<file path="src/rtl/pvfifo_writer.sv">
module pvfifo_writer #(
  parameter int DW    = 32,
  parameter int NPART = 8,
  parameter int LINES = 16,
  parameter int WPL   = 4,
  localparam int PA_W = $clog2(NPART),
  localparam int LA_W = $clog2(LINES),
  localparam int WO_W = $clog2(WPL),
  localparam int SZ_W = LA_W + 1
) (
  input  logic                   clk,
  input  logic                   rst_n,
  input  logic                   wr_en,
  input  logic [PA_W-1:0]        wr_part,
  input  logic [DW-1:0]          wr_data,
  input  logic                   wr_eop,
  input  logic                   wr_err,
  input  logic                   wr_term,
  input  logic [NPART*LA_W-1:0]  cfg_base,
  input  logic [NPART*SZ_W-1:0]  cfg_size,
  input  logic [NPART*SZ_W-1:0]  cfg_level,
  input  logic [NPART-1:0]       pop,
  input  logic [LA_W+WO_W-1:0]   rd_addr,
  output logic                   full,
  output logic [NPART-1:0]       overflow,
  output logic                   proto_err,
  output logic [DW-1:0]          rd_data,
  output logic                   rd_eop,
  output logic                   rd_err
);

  logic [NPART-1:0][SZ_W-1:0] occ;
  logic [NPART-1:0][LA_W-1:0] off;
  logic [NPART-1:0][WO_W-1:0] wi;
  logic [DW+1:0] mem [LINES*WPL];
  logic [DW+1:0] rd_q;

  logic [LA_W-1:0] base_a;
  logic [SZ_W-1:0] size_a, level_a;
  logic [LA_W-1:0] line_a;
  logic            room, acc, adv, drop;
  logic [SZ_W-1:0] off_inc;
  logic [LA_W-1:0] off_next;

  assign base_a  = cfg_base[wr_part*LA_W +: LA_W];
  assign size_a  = cfg_size[wr_part*SZ_W +: SZ_W];
  assign level_a = cfg_level[wr_part*SZ_W +: SZ_W];
  assign line_a  = base_a + off[wr_part];

  assign room = occ[wr_part] < size_a;
  assign acc  = wr_en & room;
  assign adv  = room & (wr_term | (wr_en & (wr_eop | (wi[wr_part] == WO_W'(WPL-1)))));
  assign drop = (wr_en | wr_term) & ~room;

  assign off_inc  = {1'b0, off[wr_part]} + SZ_W'(1);
  assign off_next = (off_inc >= size_a) ? '0 : off_inc[LA_W-1:0];

  assign full = occ[wr_part] > level_a;

  genvar p;
  generate
    for (p = 0; p < NPART; p++) begin : g_part
      logic sel, inc, dec;
      assign sel = wr_part == PA_W'(p);
      assign inc = sel & adv;
      assign dec = pop[p] & (occ[p] != '0);

      always_ff @(posedge clk or negedge rst_n) begin
        if (!rst_n) begin
          occ[p]      <= '0;
          off[p]      <= '0;
          wi[p]       <= '0;
          overflow[p] <= 1'b0;
        end else begin
          occ[p] <= occ[p] + SZ_W'(inc) - SZ_W'(dec);
          if (inc) begin
            off[p] <= off_next;
            wi[p]  <= '0;
          end else if (sel & acc) begin
            wi[p] <= wi[p] + WO_W'(1);
          end
          if (sel & drop) overflow[p] <= 1'b1;
        end
      end
    end
  endgenerate

  always_ff @(posedge clk or negedge rst_n) begin
    if (!rst_n) proto_err <= 1'b0;
    else if (wr_en & wr_err & ~wr_eop) proto_err <= 1'b1;
  end

  always_ff @(posedge clk) begin
    if (acc) mem[{line_a, wi[wr_part]}] <= {wr_err & wr_eop, wr_eop, wr_data};
    rd_q <= mem[rd_addr];
  end

  assign rd_err  = rd_q[DW+1];
  assign rd_eop  = rd_q[DW];
  assign rd_data = rd_q[DW-1:0];

endmodule


</file>
<file path="config.mk">
export PLATFORM = sky130hd
export DESIGN_NAME = pvfifo_writer
export DESIGN_NICKNAME = d
export VERILOG_FILES = /design/src/rtl/pvfifo_writer.sv
export SDC_FILE = /design/constraint.sdc
export NUM_CORES = 2
export LEC_CHECK = 0
export BUFFER_PORTS_ARGS = -buffer_cell sky130_fd_sc_hd__buf_2
export CORE_UTILIZATION = 39
export DETAILED_ROUTE_END_ITERATION = 10
export SYNTH_ARGS = -nofsm -noshare
export SYNTH_HDL_FRONTEND = slang
export SYNTH_SLANG_ARGS = --single-unit
</file>
<file path="constraint.sdc">
create_clock -name clk -period 13.75 [get_ports clk]
set_clock_uncertainty 0.15 [all_clocks]
set_input_delay 0 -clock clk [delete_from_list [all_inputs] [get_ports clk]]
set_output_delay 0 -clock clk [all_outputs]
set_load 0.005 [all_outputs]
</file>
### Word level (Yosys, flattened, before mapping)

Memories as Yosys holds them, arrays and structs flattened. A register that Yosys moved wholly into a read port is not among the register bits.
Cells that the tools add are included.

| word-level totals | value |
|---|---|
| flip-flop bits (word level) | 97 |
| RAM bits | 2176 |
| input bits | 167 |
| output and inout port bits | 44 |
| logic and storage cells | 162 |
| memories | 1 |

Memory list:

| memory | depth | width | rd ports | clocked after Yosys merged registers in | wr ports | line | text |
|---|---|---|---|---|---|---|---|
| mem | 64 | 34 | 1 | 1 | 1 | 35 | `logic [DW+1:0] mem [LINES*WPL];` |

| cells by class | value |
|---|---|
| add/subtract/negate cells | 26 |
| multiply operators | 1 |
| order comparisons | 4 |
| eq/ne operators | 8 |
| shift-type cells | 3 |
| multiplexer cells | 25 |
| bitwise operators | 44 |
| reduce and logical (&&, ||, !) cells | 17 |

Operators with widths:

| kind | number |
|---|---|
| variable part select 40 x 7 -> 5 bit | 2 |
| adder 5 x 1 -> 5 bit | 8 |
| nonzero test 5 bit | 8 |
| subtractor 5 x 1 -> 5 bit | 8 |
| AND 1 bit | 39 |
| two-way mux 2 bit | 17 |
| variable part select 32 x 6 -> 4 bit | 1 |
| adder 2 x 1 -> 2 bit, second input constant | 8 |
| nonzero test 2 bit | 8 |
| binary-select mux 5 bit (select 3 bit) | 1 |
| binary-select mux 4 bit (select 3 bit) | 1 |
| equality test 3 bit, second input constant | 4 |
| two-way mux 4 bit | 2 |
| binary-select mux 2 bit (select 3 bit) | 1 |
| equality test 3 x 2 -> 1 bit, second input constant | 2 |
| multiplier 3 x 3 -> 6 bit, second input constant | 1 |
| adder 4 x 1 -> 5 bit, second input constant | 1 |
| greater-or-equal comparator 5 bit | 1 |
| > comparator 5 bit | 1 |
| < comparator 5 bit | 1 |
| two-way mux 5 bit | 1 |
| adder 4 bit | 1 |
| < comparator 3 x 4 -> 1 bit, second input constant | 1 |
| equality test 3 x 1 -> 1 bit, second input constant | 1 |
| 5 further kinds | 9 |

### Longest topological paths before layout

| depth | value |
|---|---|
| depth in word-level cells | 10 |
| depth in mapped cells | 24 |
| mapped depth without buffers | 20 |

### Worst setup path after synthesis

No wires, ideal clock.

| path | value |
|---|---|
| path type | in2reg |
| from | input wr_part[1] |
| to | memory mem[10][0] (netlist name) (enable) |
| setup time | 0.425 ns |
| data arrival time | 4.658 ns |
| data required time | 13.175 ns |
| setup slack | 8.517 ns |
| stages on the path | 14 |
| buffers on the path | 5 |
| path through | buf_6 clkbuf_1 clkbuf_1 buf_1 mux4_2 mux2i_1 ha_1 a21o_1 a21o_1 a21o_1 nor2_1 buf_2 nand4b_1 nor2_1 |

| between the ends | value |
|---|---|
| word-level cells in the longest chain between the ends | 6 |
| elaborated cells between the ends (all ways) | 14 |
| those cells by class | add/sub: 1; mul: 1; order compare: 1; shift: 2; mux: 8; bitwise: 1 |

RTL lines:

| element | line | text |
|---|---|---|
| from (decl) | 14 | `input logic [PA_W-1:0] wr_part,` |
| multiplier 3 x 3 -> 6 bit or binary-select mux 5 bit (select 3 bit) (tied branches) | 46, 50 |  |
| variable part select 40 x 7 -> 5 bit or two-way mux 5 bit (tied branches) | 46, 50 |  |
| < comparator 5 bit | 50 | `assign room = occ[wr_part] < size_a;` |
| AND 1 bit | 51 | `assign acc = wr_en & room;` |
| two-way mux 1 bit | 94 | `if (acc) mem[{line_a, wi[wr_part]}] <= {wr_err & wr_eop, wr_eop, wr_data};` |
| two-way mux 1 bit (implied by the code) | 94 |  |
| to (decl) | 35 |  |

Parallel ways exist; a longest one is shown, timed or not. The select of a mux whose other input is x is not followed.

### Worst setup path after layout

| path | value |
|---|---|
| from | input wr_part[2] |
| to | memory mem[15][28] (netlist name) (enable) |

Same word-level chain as after synthesis.

==> out/qor.json <==
{
  "outcome": {
    "status": "finished, final reports clean"
  },
  "synth": {
    "synth_cells": 4140,
    "post_synthesis_sequential_area_ratio": 0.7564,
    "post_synth_most_frequent_cells": "2176 x edfxtp_1, 608 x mux4_2, 199 x mux2i_1",
    "synth_async_sr_flop_share": 0.04205,
    "synthDominantCellAreaShare": 0.7220,
    "synth_nets": 4382,
    "synth-warning-count": 0,
    "yosys-top-cells-area": "edfxtp_1 72%, mux4_2 15%, dfrtp_1 2.7%",
    "post-synth-top-area-cell": "edfxtp_1",
    "yosysMostFrequentCell": "edfxtp_1",
    "synth_cell_types": 61,
    "synth-main-ff-cell": "edfxtp_1",
    "yosys_register_bits": 2307,
    "syn_std_cell_area_um2": 90500,
    "postSynthAreaPerCell_um2": 21.86,
    "synth_edf_count": 2176
  },
  "finish": {
    "fillerInstances": 19220,
    "end_of_flow_core_utilization": 0.4525,
    "nNetsFinal": 4814,
    "syn2layout_area_growth_pct": 15.16,
    "drive_above_1_share": 0.2949
  },
  "die": {
    "placeableCoreArea_um2": 230300,
    "row_count": 176,
    "die_x_um": 483.7,
    "initial_core_util": 0.3929,
    "die-area_um2": 234000,
    "io-pin-count": 211,
    "dieHeight_um": 483.7
  },
  "worst_hold_path": {
    "hold_path_class": "input pin to flip-flop"
  },
  "cts": {
    "cts_num_sinks": 2307,
    "cts_tree": "built",
    "clk_path_buf_depth": 3,
    "worst_skew_pair.late_latency_ns": 0.85,
    "clock_tree.root_cell": "clkbuf_16",
    "clk_slew_on_worst_s_h_paths_ns": 0.06,
    "cts_buffers": 227,
    "postCtsResizedCells": 0,
    "htree_num_levels": 4
  },
  "routing": {
    "avgViaCountPerCell": 5.631,
    "wire_per_inst_um": 29.53,
    "first_iter_violations": 4190,
    "drt.antenna.violating_nets": 0,
    "drcViolationCount": 0,
    "drt_pass1_iterations": 5,
    "totalWireLength_um": 230200,
    "num_vias": 43890
  },
  "place": {
    "gpl.final_weighted_congestion": 0.8166,
    "io_buffer_count": 210,
    "hpwlAfterDp_um": 132300
  },
  "sta": {
    "clock.fmax_mhz": 178.4,
    "setup_repair_after_global_routing_missed_its_margin": "false",
    "setup_viol": 0,
    "setup_total_negative_slack_ns": 0,
    "hold_viol": 0,
    "worst_pin_slew_ns": 1.231,
    "slew_viol_final": 0,
    "finalCriticalPeriod_ns": 5.606,
    "maxSlewHeadroom": 0.1796,
    "finalCritPeriodShare": 0.4077
  },
  "power_and_ir_drop": {
    "static-leakage-power_nw": 33.85,
    "vdd_ir_drop_max_mv": 0.1280,
    "cellPowerDensity_nw_per_um2": 157.4
  },
  "worst_setup_path": {
    "setup.worst_path.start_class": "input pin",
    "critPathCaptureType": "flip-flop",
    "crit_fanout": 36,
    "required_time_of_the_critical_path_ns": 14.08,
    "data_arrival_at_the_endpoint_of_the_critical_path_ns": 5.93,
    "startpoint_to_endpoint_class_of_the_critical_path": "input pin to flip-flop"
  },
  "global_route": {
    "grt_start_max_net_pins": 136,
    "first_global_vias": 45140,
    "number_of_antenna_violations_at_the_first_check_in_global_routing": 14,
    "global_route_wire_length_before_repair_um": 332400,
    "global_route_usage_sum": 0.1973,
    "overflow": 0
  },
  "run": {
    "cap_violations": 0
  }
}
==> routing by layer <==
metal	share of wire	up-vias	GRT usage
met3	0.059	280	0.02876
met4	0.025	4	0.05546
met2	0.49	1595	0.3211
li1	-	18240	-
met1	0.43	23770	0.2773
met5	0.00012	-	0
==> path summary, 6_finish.rpt <==
path | startpoint | to | slack, ns | cells after the start
worst max-delay path | wr_part[2] | mem[15][28] | 8.14 | 12
worst min-delay path | wr_term | overflow[6] | 0.09 | 4
min in group asynchronous | rst_n | occ[33] | 0.36 | 4
worst min register to register | overflow[0] | overflow[0] | 0.32 | 1
max in group asynchronous | rst_n | occ[3] | 12.02 | 4
worst max register to register | occ[12] | mem[15][28] | 8.36 | 11
==> through the flow <==
| step | hold WS [ns] | worst slack (ns) | total power, mW | cell area (um^2) | std cells |
|---|---|---|---|---|---|
| 6_report | 0.08972 | 8.144 | 16.41 | 104200 | 7794 |
| 3_5_place_dp | -0.2413 | 7.861 | 10.28 | 96080 | 7307 |
| 5_1_grt | 0.08747 | 7.975 | 16.98 | 104200 | 7790 |
| 2_1_floorplan | -0.4456 | 8.517 | 9.470 | 90500 | 4140 |
| 3_3_place_gp | -0.2384 | 7.980 | 10.24 | 96080 | 7307 |
| 4_1_cts | 0.01126 | 8.266 | 16.55 | 104200 | 7787 |
==> logic make-up after synthesis <==
family | after synthesis | share of synthesized area
buffers and inverters | 281 | 0.01294
AND/OR/NAND/NOR | 332 | 0.01785
multiplexers | 843 | 0.1778
adder cells (fa/ha/maj) | 75 | 0.01112
AO/OA/AOI/OAI | 263 | 0.02013
XOR/XNOR | 39 | 0.003774
flip-flops | 2307 | 0.7564
==> where the power goes <==
group	internal [mW]	total, mW	leakage [nW]	switching (mW)
Sequential	8.05	8.20	21.0	0.148
Combinational	0.735	1.93	9.15	1.20
Clock	3.61	6.28	3.66	2.66
==> area by class of cell <==
| type | instances | area (um^2) | share of cell area |
|---|---|---|---|
| sequential | 2307 | 68450 | 0.6568 |
| multi-input combinational | 1552 | 21390 | 0.2052 |
| clock buffer | 273 | 5884 | 0.05646 |
| tap | 3026 | 3786 | 0.03633 |
| timing repair buffer | 410 | 2796 | 0.02683 |
| clock inverter | 145 | 1618 | 0.01552 |
| inverter | 74 | 277.8 | 0.002665 |
| antenna | 7 | 17.52 | 0.0001681 |
==> state kept, by name, indices dropped and copies added (netlist names) <==
signal and flops:
mem 2176, occ 40, off 32, overflow 8, proto_err 1, rd_q 34, wi 16
==> placed cells by master (no fill, tap or decap), types with 69 or more instances in the layout <==
master     netlist  routed
buf_2           63     205
edfxtp_1      2176    2176
nand2_1         73      73
clkbuf_16        0     228
dfrtp_1         97      97
mux4_2         608     608
inv_1           73      73
mux2i_1        199     199
a22oi_1         78      78
buf_4            1     135
nand3_1         69      69
==> what timing repair did <==
item / CTS / global route
hold endpoints to repair: 2386 / 0
setup endpoints to repair: 0 / 0
buffers inserted: 0 / 0
hold buffers: 62 / 0
==> critical path, cell delays in order <==
cell,delay (ns)
dlygate4sd3_1,0.52
buf_2,0.65
inv_1,0.67
mux2i_1,0.50
ha_1,0.32
a21o_1,0.16
a21o_1,0.19
a21o_1,0.23
nor2_1,0.68
nand3_1,0.98
nor2_4,0.32
buf_4,0.53
Note: power is estimated with default switching activity, not from simulation.
